===== config.mk =====
export PLATFORM = sky130hd
export DESIGN_NAME = loop_sequencer
export DESIGN_NICKNAME = d
export VERILOG_FILES = /design/src/rtl/loop_sequencer.sv
export SDC_FILE = /design/constraint.sdc
export NUM_CORES = 1
export LEC_CHECK = 0
export ABC_AREA = 1
export BUFFER_PORTS_ARGS = -buffer_cell sky130_fd_sc_hd__buf_2
export CORE_UTILIZATION = 58
export DETAILED_ROUTE_END_ITERATION = 7
export PLACE_DENSITY_LB_ADDON = 0.15
export REMOVE_ABC_BUFFERS = 1
export SYNTH_ARGS = -nofsm -noshare
export SYNTH_HDL_FRONTEND = slang
export SYNTH_SLANG_ARGS = --single-unit

===== constraint.sdc =====
create_clock -name clk -period 2.6 [get_ports clk]
set_clock_uncertainty 0.2 [all_clocks]
set_input_delay 0.52 -clock clk [delete_from_list [all_inputs] [get_ports clk]]
set_output_delay 0.52 -clock clk [all_outputs]
set_load 0.01 [all_outputs]

===== src/rtl/loop_sequencer.sv =====
module loop_sequencer #(
  parameter int IDX_W = 32,
  parameter int CNT_W = 32
) (
  input  logic             clk,
  input  logic             rst,
  input  logic             start,
  input  logic             cond_mode,
  input  logic             init_req,
  input  logic [CNT_W-1:0] trip_count,
  input  logic             stop_req,
  output logic             init_stb,
  output logic             body_stb,
  output logic [IDX_W-1:0] iter_idx,
  output logic             busy,
  output logic             done
);

  localparam logic [IDX_W-1:0] IDX_MAX = {1'b0, {(IDX_W-1){1'b1}}};

  typedef enum logic [2:0] {
    S_IDLE, S_INIT, S_BODY, S_GAP1, S_GAP2, S_DONE
  } state_t;

  state_t           state, nxt;
  logic             mode_q;
  logic             halt_q;
  logic [CNT_W-1:0] left_q;
  logic             empty_now;
  logic             empty_q;
  logic             finish;

  assign empty_now = !cond_mode && (trip_count == '0);
  assign empty_q   = !mode_q && (left_q == '0);
  assign finish    = mode_q ? halt_q : (left_q == '0);

  always_comb begin
    nxt = state;
    case (state)
      S_IDLE:  if (start) nxt = init_req ? S_INIT : (empty_now ? S_DONE : S_BODY);
      S_INIT:  nxt = empty_q ? S_DONE : S_BODY;
      S_BODY:  nxt = S_GAP1;
      S_GAP1:  nxt = S_GAP2;
      S_GAP2:  nxt = finish ? S_DONE : S_BODY;
      S_DONE:  nxt = S_IDLE;
      default: nxt = S_IDLE;
    endcase
  end

  always_ff @(posedge clk) begin
    if (rst) begin
      state    <= S_IDLE;
      mode_q   <= 1'b0;
      halt_q   <= 1'b0;
      left_q   <= '0;
      iter_idx <= '0;
    end else begin
      state <= nxt;
      if (state == S_IDLE && start) begin
        mode_q   <= cond_mode;
        halt_q   <= 1'b0;
        left_q   <= trip_count;
        iter_idx <= '0;
      end else if (state == S_BODY) begin
        halt_q <= stop_req;
        if (!mode_q) left_q <= left_q - CNT_W'(1);
        if (iter_idx != IDX_MAX) iter_idx <= iter_idx + IDX_W'(1);
      end
    end
  end

  assign init_stb = (state == S_INIT);
  assign body_stb = (state == S_BODY);
  assign done     = (state == S_DONE);
  assign busy     = (state == S_INIT) || (state == S_BODY) ||
                    (state == S_GAP1) || (state == S_GAP2);

endmodule



Word-level counts from Yosys, hierarchy flattened
Cells that the tools add are included.

word-level totals
  logic and storage cells = 40
  bits in writable memories = 0
  bits in latches = 0
  bits of input ports = 38
  register bits after elaboration = 69
  bits in read-only memories = 0
  memories kept = 0

cells by class
  reductions and logical operators = 15
  equal/unequal tests = 8
  add/sub/neg operators = 2
  magnitude comparators = 0
  bitwise logic cells = 0
  multipliers = 0
  multiplexer cells = 10
  shifts and indexed selects = 0
  divide/modulo/power cells = 0

operators with widths
  cell                                                      count
  two-way mux 32 bit                                        3
  zero test 32 bit                                          2
  adder 32 x 1 -> 32 bit (second input constant)            1
  inequality test 32 x 31 -> 1 bit (second input constant)  1
  subtractor 32 x 1 -> 32 bit (second input constant)       1
  two-way mux 3 bit                                         5
  case mux 3 bit (5 select lines)                           1
  equality test 3 x 2 -> 1 bit (second input constant)      2
  equality test 3 bit (second input constant)               2
  AND reduction 2 bit                                       2
  equality test 3 x 1 -> 1 bit (second input constant)      1
  logical AND 1 bit                                         3
  zero test 3 bit                                           1
  logical OR 1 bit                                          3
  zero test 1 bit                                           2
  inequality test 2 x 1 -> 1 bit (second input constant)    1
  inequality test 2 bit (second input constant)             1
  nonzero test 2 bit                                        1
  OR reduction 2 bit                                        1
  two-way mux 1 bit                                         1

Longest topological paths before layout
  word-level depth = 6
  mapped depth = 14

Least setup slack after synthesis
Ideal clock, no wire load.

  path kind = register to register
  from = register iter_idx[0]
  to = register iter_idx[10]
  period minus slack after synthesis = 1.990 ns
  setup slack = 0.610 ns
  library setup time = 0.066 ns
  arrival = 1.724 ns
  path buffers = 2
  data required time = 2.334 ns
  cell stages (with the launch flop) = 12
  cell sequence = dfxtp_1 -> ha_1 -> nand2_2 -> nor2_4 -> nand2_4 -> nor2_8 -> nand3_4 -> nand2_4 -> buf_8 -> buf_12 -> nand2_1 -> a21oi_2

on the way
  cells in the longest elaborated chain, start to end = 2
  elaborated cells on any way between the ends = 3

ends and longest elaborated chain
  what                                                            RTL line  source
  start: declaration                                              14        output logic [IDX_W-1:0] iter_idx,
  start signal: assignment                                        67        if (iter_idx != IDX_MAX) iter_idx <= iter_idx + IDX_W'(1);
  branches (longest 2 deep; another with adder 32 x 1 -> 32 bit)  -

Parallel ways; which one is timed is not known.
A chain may end at the register's enable or synchronous reset.

Worst setup path in the final report
  from = register iter_idx[0]
  to = register iter_idx[20]

The elaborated chain is that of the path after synthesis.

==> impl_metrics.py <==
metrics = {
    "run_status": {
        "status": "finished clean",
    },
    "route": {
        "ant_nets": 0,
        "via_per_inst": 5.447,
        "routed_wirelength_um": 12850,
        "num_vias": 5251,
        "drc": 0,
        "wl_per_cell_um": 13.33,
        "first_pass_iters": 5,
        "drt-initial-drc-count": 363,
    },
    "finish": {
        "final_cells": 964,
        "areaGrowthSynthToFinish_pct": 13.21,
        "final_cell_mix": "nand2_1, nor2_1, inv_1",
        "antenna_cells": 0,
        "fin_nets": 899,
        "final_common_cell": "nand2_1",
        "final_cell_area_um2": 5306,
        "drive_gt1_frac": 0.1404,
    },
    "worst_setup_path": {
        "path_buf_inv": 2,
        "cp.arrival_ps": 2350,
        "crit_path_end_kind": "flop",
        "setup.worst_path.start_class": "flop",
        "cp.required_ps": 2640,
        "critical_path.top_delay_family": "simple AND/OR/NAND/NOR gates",
        "criticalPathCategory": "reg2reg",
        "cpMaxStageDelayCell": "dfxtp_1",
        "worstPathMaxFanout": 27,
        "critPathMaxStageDelay_ps": 420,
        "cp_cell_sequence": "ha_1, nand2_2, nor2_4, nand2_4, nor2_8, nand3_4, nand2_4, inv_2, nand3_1, nand2_1, nand2_1, inv_1",
    },
    "logic_synthesis": {
        "synth_edf_count": 0,
        "synth-xor-area-share": 0.04298,
        "ys_seq_elements": 69,
        "synth_top_family_by_area": "simple AND/OR/NAND/NOR gates",
        "synth_compound_area_frac": 0.1260,
        "synth-async-reset-ratio": 0,
        "synthFlopType": "dfxtp_1",
        "synth.avg_cell_area_um2": 5.963,
        "synth.cell_area_um2": 4687,
        "synth_fa_ha_area_frac": 0.008009,
        "yosys-mux-area-fraction": 0,
        "yosysUniqueCellTypes": 34,
        "synth_seq_area_share": 0.2947,
        "synth-simple-area-share": 0.4282,
        "synth_warnings": 0,
        "netlist_instances": 786,
    },
    "place": {
        "hpwl_um": 9877,
        "portBuffers": 73,
        "post_dp_cell_area_um2": 5101,
        "gp_congestion": 0.9510,
        "dp.cells": 949,
        "dpl_worst_slack_ps": 333.7,
    },
    "sta": {
        "fmax_mhz": 432.5,
        "min_period_ps": 2312,
        "finalMaxSlewViolations": 0,
        "tightestPinTransition_ps": 466.3,
        "setup_violations": 0,
        "hold_viol_final": 0,
        "grt_setup_unrepaired": "no",
        "slew_headroom": 0.6887,
        "fin_worst_hold_slack_ps": 241.6,
        "fin_setup_tns_ps": 0,
        "finalCritPeriodShare": 0.8893,
        "fin_ws_ps": 287.8,
    },
    "floorplanning": {
        "initial_core_util": 0.6034,
        "fp.dieArea_um2": 8445,
        "fp-row-count": 32,
        "io-pin-count": 74,
        "die_height_um": 91.90,
        "die_x_um": 91.90,
        "core_um2": 7767,
    },
    "pwr": {
        "p_per_area_nw_per_um2": 599.8,
        "irDropWorstVdd_mv": 0.4359,
        "leakagePower_nw": 2.366,
    },
    "grt": {
        "grt_pass1_wl_um": 21610,
        "overflow": 0,
        "track_usage": 0.3176,
        "grt_pass1_vias": 4742,
        "grt_max_degree": 32,
        "antenna_found_initial": 0,
    },
    "worst_hold_path": {
        "min_path_type": "in2reg",
    },
    "clock_network": {
        "cts_setup_buffers": 0,
        "cts_hold_buf": 0,
        "cts.clk_slew.worst_paths_ps": 80,
        "clock_latency_ps": 350,
        "cts_sinks": 69,
        "numCtsBuffers": 9,
        "htreeDepth": 3,
        "cts_tree": "done",
        "root_buffer": "clkbuf_8",
        "cts_buffer_depth": 2,
        "post_cts_resized": 0,
    },
    "run": {
        "max-cap-violations": 0,
    },
}
## Yosys cell counts (2+ instances only)
library cell	number	area, um2
nand3b_1	6	45.04
o21bai_1	2	15.01
inv_2	5	18.77
nand2_2	6	37.54
nor2_4	2	22.52
a21oi_1	40	200.2
o21ai_0	29	145.1
inv_1	85	319.1
a31oi_1	15	93.84
clkbuf_1	3	11.26
o22ai_1	4	25.02
nor2_1	142	533.0
xor2_1	16	140.1
ha_1	3	37.54
xnor2_1	7	61.31
o21ai_1	2	10.01
nor3_1	15	75.07
nand4_1	8	50.05
nand3_1	45	225.2
dfxtp_1	69	1381
nand2_1	246	923.4
a21oi_2	9	78.83
nand2_4	2	22.52
buf_4	6	45.04
and2_1	2	12.51
o211ai_1	2	15.01
buf_2	8	40.04
## final cells by class
cell class                 instances  area, um2
clock buffer                      11      131.4
clock inverter                     4      73.82
fill                             746       2461
inverter                          90      337.8
multi-input combinational        608       2836
sequential                        69       1381
tap                              102      127.6
timing repair buffer              80      417.9
## stage by stage
stage / power, mW / util
after floorplan: 1.942 / -
after global placement: 2.200 / 0.6567
after detailed placement: 2.224 / 0.6567
after CTS: 3.176 / 0.6832
after global routing: 3.390 / 0.6832
final: 3.183 / 0.6832
## state kept, by name (all words and copies together), names as in the netlist
signal,count
iter_idx,32
state,3
left_q,32
mode_q,1
halt_q,1
## kinds of logic (layout without fill, tap and decap cells)
kind of cell / Yosys count / in the layout
buffers and inverters: 109 / 185
DFF: 69 / 69
and+or+nand+nor: 478 / 478
AOI/OAI and AO/OA: 104 / 104
adders and majority gates: 3 / 3
xor gates and xnor gates: 23 / 23
## routing by layer
metal / wire length, um / GRT usage
met3: 1139 / 0.06799
met4: 181 / 0.08984
met1: 5936 / 0.4455
met2: 5589 / 0.4888
met5: 0 / 0
## where the power goes
part | leakage, nW | internal (mW) | switching (mW)
sequential | 0.562 | 1.13 | 0.0869
clock | 0.103 | 0.536 | 0.418
combinational | 1.70 | 0.323 | 0.686
## worst min-delay path, cell delays in order
cell and delay (ps):
buf_2 100, nand2_1 60, a21oi_1 50
## worst paths after layout
check,startpoint,end,slack (ps),cells past startpoint
worst max-delay path,iter_idx[0],iter_idx[20],290,12
worst min-delay path,stop_req,halt_q,240,3
worst max register to register,iter_idx[0],iter_idx[20],290,12
worst min register to register,halt_q,halt_q,270,2
(Power assumes the default switching activity.)
